<file path="src/rtl/lsa_pkg.sv">
// Shared types for the load/store lane alignment unit.
// Assumes a 32-bit data path split into four byte lanes, little-endian.
package lsa_pkg;

    localparam int DATA_W = 32;
    localparam int LANES  = DATA_W / 8;
    localparam int LANE_W = $clog2(LANES);

    // Access width code as presented by the execute stage.
    typedef enum logic [1:0] {
        SZ_BYTE = 2'b00,
        SZ_HALF = 2'b01,
        SZ_WORD = 2'b10,
        SZ_WIDE = 2'b11
    } acc_size_e;

    // Details of an outstanding load, kept for the data return cycle.
    typedef struct packed {
        logic [LANE_W-1:0] lane;
        acc_size_e         size;
        logic              zext;
    } ld_info_t;

endpackage

</file>
<file path="src/rtl/lsa_agen.sv">
// Effective address generator: base plus a sign-extended displacement.
// Assumes OFS_W <= ADDR_W; the sum wraps modulo 2^ADDR_W.
module lsa_agen #(
    parameter int ADDR_W = 32,
    parameter int OFS_W  = 16
) (
    input  logic [ADDR_W-1:0] base,
    input  logic [OFS_W-1:0]  offset,
    output logic [ADDR_W-1:0] eff_addr
);

    localparam int EXT_W = ADDR_W - OFS_W;

    logic [ADDR_W-1:0] ofs_ext;

    // Sign-extend the displacement to address width.
    always_comb begin
        ofs_ext = {{EXT_W{offset[OFS_W-1]}}, offset};
    end

    // Modular add of base and extended displacement.
    always_comb begin
        eff_addr = base + ofs_ext;
    end

endmodule

</file>
<file path="src/rtl/lsa_store_steer.sv">
// Store-side lane steering and alignment check.
// Produces the byte-enable mask, replicates the source data across lanes
// so that every enabled lane carries the right byte, and flags accesses
// whose width does not fit the low address bits. Assumes four lanes.
module lsa_store_steer
    import lsa_pkg::*;
(
    input  logic              valid,
    input  logic              store,
    input  acc_size_e         size,
    input  logic [LANE_W-1:0] lane,
    input  logic [DATA_W-1:0] src,
    output logic [LANES-1:0]  be,
    output logic [DATA_W-1:0] wdata,
    output logic              misalign
);

    logic             bad_align;
    logic [LANES-1:0] mask;

    // Alignment rule per width: halfword needs bit 0 clear, word needs both clear.
    always_comb begin
        case (size)
            SZ_BYTE: bad_align = 1'b0;
            SZ_HALF: bad_align = lane[0];
            default: bad_align = |lane;
        endcase
    end

    // Lanes touched by the access, before gating.
    always_comb begin
        case (size)
            SZ_BYTE: mask = LANES'(1) << lane;
            SZ_HALF: mask = lane[1] ? 4'b1100 : 4'b0011;
            default: mask = '1;
        endcase
    end

    // Gate the flag and the enables with the request qualifiers.
    always_comb begin
        misalign = valid & bad_align;
        be       = (valid & store & ~bad_align) ? mask : '0;
    end

    // Per-lane data replication.
    for (genvar g = 0; g < LANES; g++) begin : g_lane
        logic [7:0] lane_byte;

        // Choose the source byte this lane carries for the current width.
        always_comb begin
            case (size)
                SZ_BYTE: lane_byte = src[7:0];
                SZ_HALF: lane_byte = src[8*(g%2) +: 8];
                default: lane_byte = src[8*g +: 8];
            endcase
        end

        assign wdata[8*g +: 8] = lane_byte;
    end

endmodule

</file>
<file path="src/rtl/lsa_load_extract.sv">
// Load-side lane selection and extension.
// Picks the addressed byte or halfword from the returned word and
// extends it to full width; outputs zero when no result is due.
module lsa_load_extract
    import lsa_pkg::*;
(
    input  logic              valid,
    input  ld_info_t          info,
    input  logic [DATA_W-1:0] rdata,
    output logic [DATA_W-1:0] data
);

    logic [7:0]  byte_pick;
    logic [15:0] half_pick;
    logic        fill;

    // Byte lane multiplexer driven by the saved lane number.
    always_comb begin
        byte_pick = '0;
        for (int i = 0; i < LANES; i++) begin
            if (info.lane == i[LANE_W-1:0]) begin
                byte_pick = rdata[8*i +: 8];
            end
        end
    end

    // Halfword selection by the upper lane bit.
    always_comb begin
        half_pick = info.lane[1] ? rdata[31:16] : rdata[15:0];
    end

    // Fill bit for the upper part: the sign bit, or zero for unsigned loads.
    always_comb begin
        case (info.size)
            SZ_BYTE: fill = ~info.zext & byte_pick[7];
            SZ_HALF: fill = ~info.zext & half_pick[15];
            default: fill = 1'b0;
        endcase
    end

    // Assemble the extended result.
    always_comb begin
        if (!valid) begin
            data = '0;
        end else begin
            case (info.size)
                SZ_BYTE: data = {{(DATA_W-8){fill}}, byte_pick};
                SZ_HALF: data = {{(DATA_W-16){fill}}, half_pick};
                default: data = rdata;
            endcase
        end
    end

endmodule

</file>
<file path="src/rtl/lane_align_unit.sv">
// Top of the load/store lane alignment unit.
// Request-side outputs are combinational. A load result is due one
// cycle after its request, matching a synchronous memory read.
// Assumes the memory registers mem_rdata on the edge that ends the request.
module lane_align_unit
    import lsa_pkg::*;
#(
    parameter int ADDR_W = 32,
    parameter int OFS_W  = 16
) (
    input  logic              clk,
    input  logic              rst_n,
    input  logic              req_valid,
    input  logic              req_store,
    input  logic [1:0]        req_size,
    input  logic              req_unsigned,
    input  logic [ADDR_W-1:0] base,
    input  logic [OFS_W-1:0]  offset,
    input  logic [DATA_W-1:0] store_data,
    output logic [ADDR_W-1:0] mem_addr,
    output logic [LANES-1:0]  mem_be,
    output logic              mem_we,
    output logic              mem_re,
    output logic [DATA_W-1:0] mem_wdata,
    input  logic [DATA_W-1:0] mem_rdata,
    output logic              misalign,
    output logic              load_valid,
    output logic [DATA_W-1:0] load_data
);

    logic [ADDR_W-1:0] eff_addr;
    acc_size_e         size_code;
    ld_info_t          info_q;
    logic              ld_pend_q;

    assign size_code = acc_size_e'(req_size);

    lsa_agen #(
        .ADDR_W (ADDR_W),
        .OFS_W  (OFS_W)
    ) u_agen (
        .base     (base),
        .offset   (offset),
        .eff_addr (eff_addr)
    );

    lsa_store_steer u_steer (
        .valid    (req_valid),
        .store    (req_store),
        .size     (size_code),
        .lane     (eff_addr[LANE_W-1:0]),
        .src      (store_data),
        .be       (mem_be),
        .wdata    (mem_wdata),
        .misalign (misalign)
    );

    // Memory-facing address and strobes.
    always_comb begin
        mem_addr = {eff_addr[ADDR_W-1:LANE_W], {LANE_W{1'b0}}};
        mem_we   = |mem_be;
        mem_re   = req_valid & ~req_store & ~misalign;
    end

    // Hold the lane and extension of a read for its data return cycle.
    always_ff @(posedge clk) begin
        if (!rst_n) begin
            ld_pend_q <= 1'b0;
            info_q    <= '0;
        end else begin
            ld_pend_q <= mem_re;
            if (mem_re) begin
                info_q <= '{lane: eff_addr[LANE_W-1:0], size: size_code, zext: req_unsigned};
            end
        end
    end

    lsa_load_extract u_extract (
        .valid (ld_pend_q),
        .info  (info_q),
        .rdata (mem_rdata),
        .data  (load_data)
    );

    assign load_valid = ld_pend_q;

endmodule

</file>
<file path="config.mk">
export PLATFORM = sky130hd
export DESIGN_NAME = lane_align_unit
export DESIGN_NICKNAME = d
export VERILOG_FILES = /design/src/rtl/lsa_pkg.sv /design/src/rtl/lsa_agen.sv /design/src/rtl/lsa_store_steer.sv /design/src/rtl/lsa_load_extract.sv /design/src/rtl/lane_align_unit.sv
export SDC_FILE = /design/constraint.sdc
export NUM_CORES = 1
export LEC_CHECK = 0
export BUFFER_PORTS_ARGS = -buffer_cell sky130_fd_sc_hd__buf_4
export CORE_ASPECT_RATIO = 1.25
export CORE_MARGIN = 4
export CORE_UTILIZATION = 44
export DETAILED_ROUTE_END_ITERATION = 12
export PLACE_DENSITY = 0.8
export SETUP_SLACK_MARGIN = 0.02
export SLEW_MARGIN = 20
export SYNTH_ARGS = -nofsm -noshare
export SYNTH_HDL_FRONTEND = slang
export SYNTH_SLANG_ARGS = --single-unit
</file>
<file path="constraint.sdc">
create_clock -name clk -period 2.5 [get_ports clk]
set_input_delay 0 -clock clk [delete_from_list [all_inputs] [get_ports clk]]
set_output_delay 0 -clock clk [all_outputs]
set_load 0.02 [all_outputs]
</file>
# After elaboration in Yosys (flattened, before gate mapping)
# Cells that the tools add are included.
# W data, S select, Z words.
[classes]
n_eq_ne = 5
reduce_logical = 6
mux = 15
shifts = 1
addsub = 1
bitwise = 11
[ops]
columns = ["op", "n"]
rows = [
  ["$pmux W32 S2", 1],
  ["$mux W8", 6],
  ["$add A32 B32 Y32", 1],
  ["$mux W32", 1],
  ["$mux W16", 1],
  ["$pmux W8 S2", 1],
  ["$mux W4", 2],
  ["$pmux W4 S2", 1],
  ["$and A1 B1 Y1", 7],
  ["$eq A2 B1 Y1 const B", 3],
  ["$logic_not A2 Y1", 3],
  ["$eq A2 B2 Y1 const B", 2],
  ["$not A1 Y1", 4],
  ["$reduce_or A2 Y1", 2],
  ["$reduce_or A4 Y1", 1],
  ["$shl A1 B2 Y4 const A", 1],
  ["$pmux W1 S2", 1],
  ["$mux W1", 1],
]
[totals]
word_cells = 43
out_inout_bits = 104
ff_bits = 6
input_bits = 119

# Logic depth before layout (Yosys ltp)
[logic_depth]
word_depth = 9
ltp_mapped = 11
ltp_nobuf = 10

# Modules after synthesis
# From an unflattened synthesis, not the netlist that was laid out.
[unflattened]
cells_unflattened = 455
hier_area_um2 = 3275.6
[by_module_without_submodules]
columns = ["module", "area_each_um2", "instances", "cells_per_inst", "seq_area_each_um2"]
rows = [
  ["lsa_agen", 1744.2, 1, 241, 0.0],
  ["lsa_load_extract", 720.7, 1, 119, 0.0],
  ["lsa_store_steer", 545.5, 1, 66, 0.0],
  ["lane_align_unit", 265.3, 1, 29, 120.1],
]

# Least setup slack after synthesis
# No wires, ideal clock.
[synth_path]
path_type = "input to output"
startpoint = "in offset[0]"
endpoint = "out mem_addr[30]"
cell_stages = 11
t_required_ps = 2500
n_path_buf = 1
arrival_ps = 2053
path_slack_ps = 447
cell_sequence = "ha_1 -> inv_1 -> fa_1 -> nor2b_1 -> o2111ai_1 -> a211oi_1 -> nor2_1 -> a21oi_1 -> a311oi_2 -> xnor2_1 -> buf_4"
[synth_via]
elab_chain_cells = 1
[synth_lines]
columns = ["element", "line", "rtl"]
rows = [
  ["start, declared", "lane_align_unit.sv:18", "input logic [OFS_W-1:0] offset,"],
  ["$add A32 B32 Y32", "lsa_agen.sv:23", "eff_addr = base + ofs_ext;"],
  ["end, declared", "lane_align_unit.sv:20", "output logic [ADDR_W-1:0] mem_addr,"],
]
# Every way passes these cells.

# Worst setup path after layout
[layout_path]
startpoint = "in offset[0]"
endpoint = "out mem_addr[28]"
# The elaborated chain is that of the path after synthesis.

==> flow_summary.yaml <==
logic_synthesis:
  synth_most_common_cell: "a21oi_1"
  seq_area_frac_synth_pct: 3.62
  synth_area_leaders: "ha_1, a21oi_1, buf_4, mux2_2, o21ai_0"
  netlist.area_leader.share_pct: 11.7
  synth_area_leader_cell: "ha_1"
  netlist_instances: 487
  synth_edf_count: 0
  synth_common_cells: "a21oi_1, nand2_1, o21ai_0, buf_4, ha_1"
  netlist_area_sq_um: 3320
  synth_cell_types: 53
  ys_ff_latch: 6
  synthFlopType: "dfxtp_1"
  synthArstFlopShare_pct: 0
  syn_area_per_cell_sq_um: 6.82
  yosysWarnings: 0
worst_setup_path:
  cp_data_required_time_ps: 2500
  crit_slowest_cell: "fa_1"
  startpoint: "offset[0]"
  cpPeakStageDelay_ps: 390
  setup.worst_path.end_class: "output pin"
  startpoint_type: "primary input"
  cp_common_cell: "buf_4"
  cp.arrival_ps: 2280
  crit_buf_inv: 4
  path_cells: "buf_4 -> ha_1 -> inv_1 -> fa_1 -> nor2b_1 -> o2111ai_1 -> a211oi_2 -> nor2_1 -> a21oi_1 -> buf_4 -> nor4b_1 -> a211oi_1 -> buf_4"
  critical_path_class: "primary input to output pin"
  r2r_start: "info_q[2]"
  path_max_fanout: 5
  path_delay_family: "compound AO/OA/AOI/OAI gates"
sta:
  hold_viol_final: 0
  max_slew_margin_pct: 60.0
  rsz0062_at_grt: "yes"
  fin_tns_setup_ps: 0
  fin_skew_ps: 0
  slew_viol_final: 0
  whs_ps: 30.1
  tightest_slew_ps: 598
  finalCriticalPeriod_ps: 2280
  finalSetupViolCount: 0
  max_freq_mhz: 439
  period_share_pct: 91.0
cts:
  cts_tree: "done"
  cts_buffers: 3
  cts_buffer_depth: 2
  path_clk_slew_ps: 40
  cts_resized: 0
  cts_max_level: 1
  clock_sinks: 6
  cts_hold_buf: 0
  insertion_delay_ps: 220
  cts-root-buf: "clkbuf_8"
  post_cts_buffers: 0
global_route:
  grt_start_max_net_pins: 28
  antenna_found_initial: 0
  overflow: 0
  grt_pass1_vias: 4121
  grt_pass1_wl_mm: 19.6
  grt_util_all_layers_pct: 26.0
placement:
  gp_congestion: 0.918
  numPortBuffers: 220
  dp_hpwl_mm: 10.5
power_and_ir_drop:
  p_per_area_nw_per_um2: 333
  leakage_nw: 2.41
  ir_worst_vdd_uv: 220
hold_path:
  hold_class: "primary input to flip-flop"
  worstHoldStart: "rst_n"
floorplanning:
  start_util_pct: 45.2
  rows: 35
  ioPinCount: 223
  core_area_sq_um: 7360
  die_w_um: 85.7
  die_h_um: 105
  die-area_sq_um: 9010
route:
  firstDrtPassIters: 5
  wl_per_cell_um: 16.7
  viasPerCell: 5.65
  vias: 4214
  postRouteAntennaNets: 0
  drt-total-wl_mm: 12.4
  drt_iter0_drc: 143
  drc: 0
final_layout:
  area_growth_pct: 44.3
  antenna_cells: 0
  drive_above_1_share_pct: 40.1
  fill_cells: 698
  num-nets-final: 807
run:
  maxCapViolCount: 0
run_status:
  status: "finished clean"
[final cells by class]
type | count | area [sq um] | share of cell area, %
repair buffers | 227 | 1700 | 35.5
inverters | 24 | 90.1 | 1.88
well taps | 92 | 115 | 2.40
multi-input cells | 394 | 2720 | 56.8
flip-flops and latches | 6 | 120 | 2.51
clock buffers | 3 | 41.3 | 0.861
[through the flow]
step | power, mW | util, % | setup slack (ps) | instance area (sq um) | instances
detailed placement | 1.44 | 64.5 | 149 | 4740 | 743
global route | 1.71 | 65.2 | 6.30 | 4790 | 746
CTS | 1.60 | 65.0 | 119 | 4780 | 746
floorplan | 1.05 | - | 447 | 3330 | 488
finish | 1.60 | 65.2 | 224 | 4790 | 746
global placement | 1.43 | 64.5 | 201 | 4740 | 743
[path summary, 6_finish.rpt]
path,to,slack [ps],depth (start not counted)
setup / recovery,mem_addr[28],220,13
hold / removal,load_valid,30,2
setup reg to reg,info_q[2],1120,4
hold reg to reg,info_q[0],540,2
[report_power, final]
part | total, mW | switching [mW] | internal [mW]
registers | 0.110 | 0.00908 | 0.101
clock network | 0.143 | 0.0393 | 0.103
logic | 1.34 | 0.735 | 0.608
[layer usage]
metal / vias to the layer above / routed length (um) / global-route usage [%] / part of all wire, %
li1: 2055 / - / - / -
met1: 1944 / 4670 / 29.6 / 38
met5: - / 0 / 0 / 0
met3: 27 / 879 / 3.15 / 7.1
met2: 188 / 6600 / 49.0 / 53
met4: 0 / 304 / 8.37 / 2.4
[registers in the layout (all words and copies together), names as in the netlist]
signal	count
info_q	5
load_valid	1
[worst reg2reg max path, stage by stage, from the launching register on]
cell     delay (ps)
dfxtp_1         280
buf_4           200
inv_1           470
mux2i_1         140
and2_1          180
[logic make-up (layout without fill, tap and decap cells)]
| logic type | Yosys count | count (layout) | synth area share (%) |
|---|---|---|---|
| fa+ha+maj | 32 | 32 | 12.3 |
| compound gates | 175 | 175 | 31.9 |
| other cells | 1 | 2 | 0.113 |
| flops | 6 | 6 | 3.62 |
| mux | 38 | 38 | 13.1 |
| xor+xnor | 30 | 30 | 7.91 |
| buf+inv | 88 | 254 | 14.8 |
| simple gates | 117 | 117 | 16.3 |
[layout by cell type (no fill, tap or decap), drive strengths merged, types with 3 or more instances in the layout]
| cell | n |
|---|---|
| a211oi | 7 |
| a21o | 13 |
| a21oi | 65 |
| a31oi | 3 |
| and2 | 4 |
| buf | 227 |
| clkbuf | 3 |
| dfxtp | 6 |
| ha | 31 |
| inv | 24 |
| mux2 | 24 |
| mux2i | 12 |
| nand2 | 53 |
| nand2b | 3 |
| nand3 | 4 |
| nand4 | 6 |
| nor2 | 22 |
| nor2b | 8 |
| nor3 | 8 |
| o211ai | 9 |
| o21a | 6 |
| o21ai | 45 |
| o21bai | 8 |
| o31ai | 6 |
| xnor2 | 20 |
| xor2 | 10 |
Power figures use the tool's default switching activity.
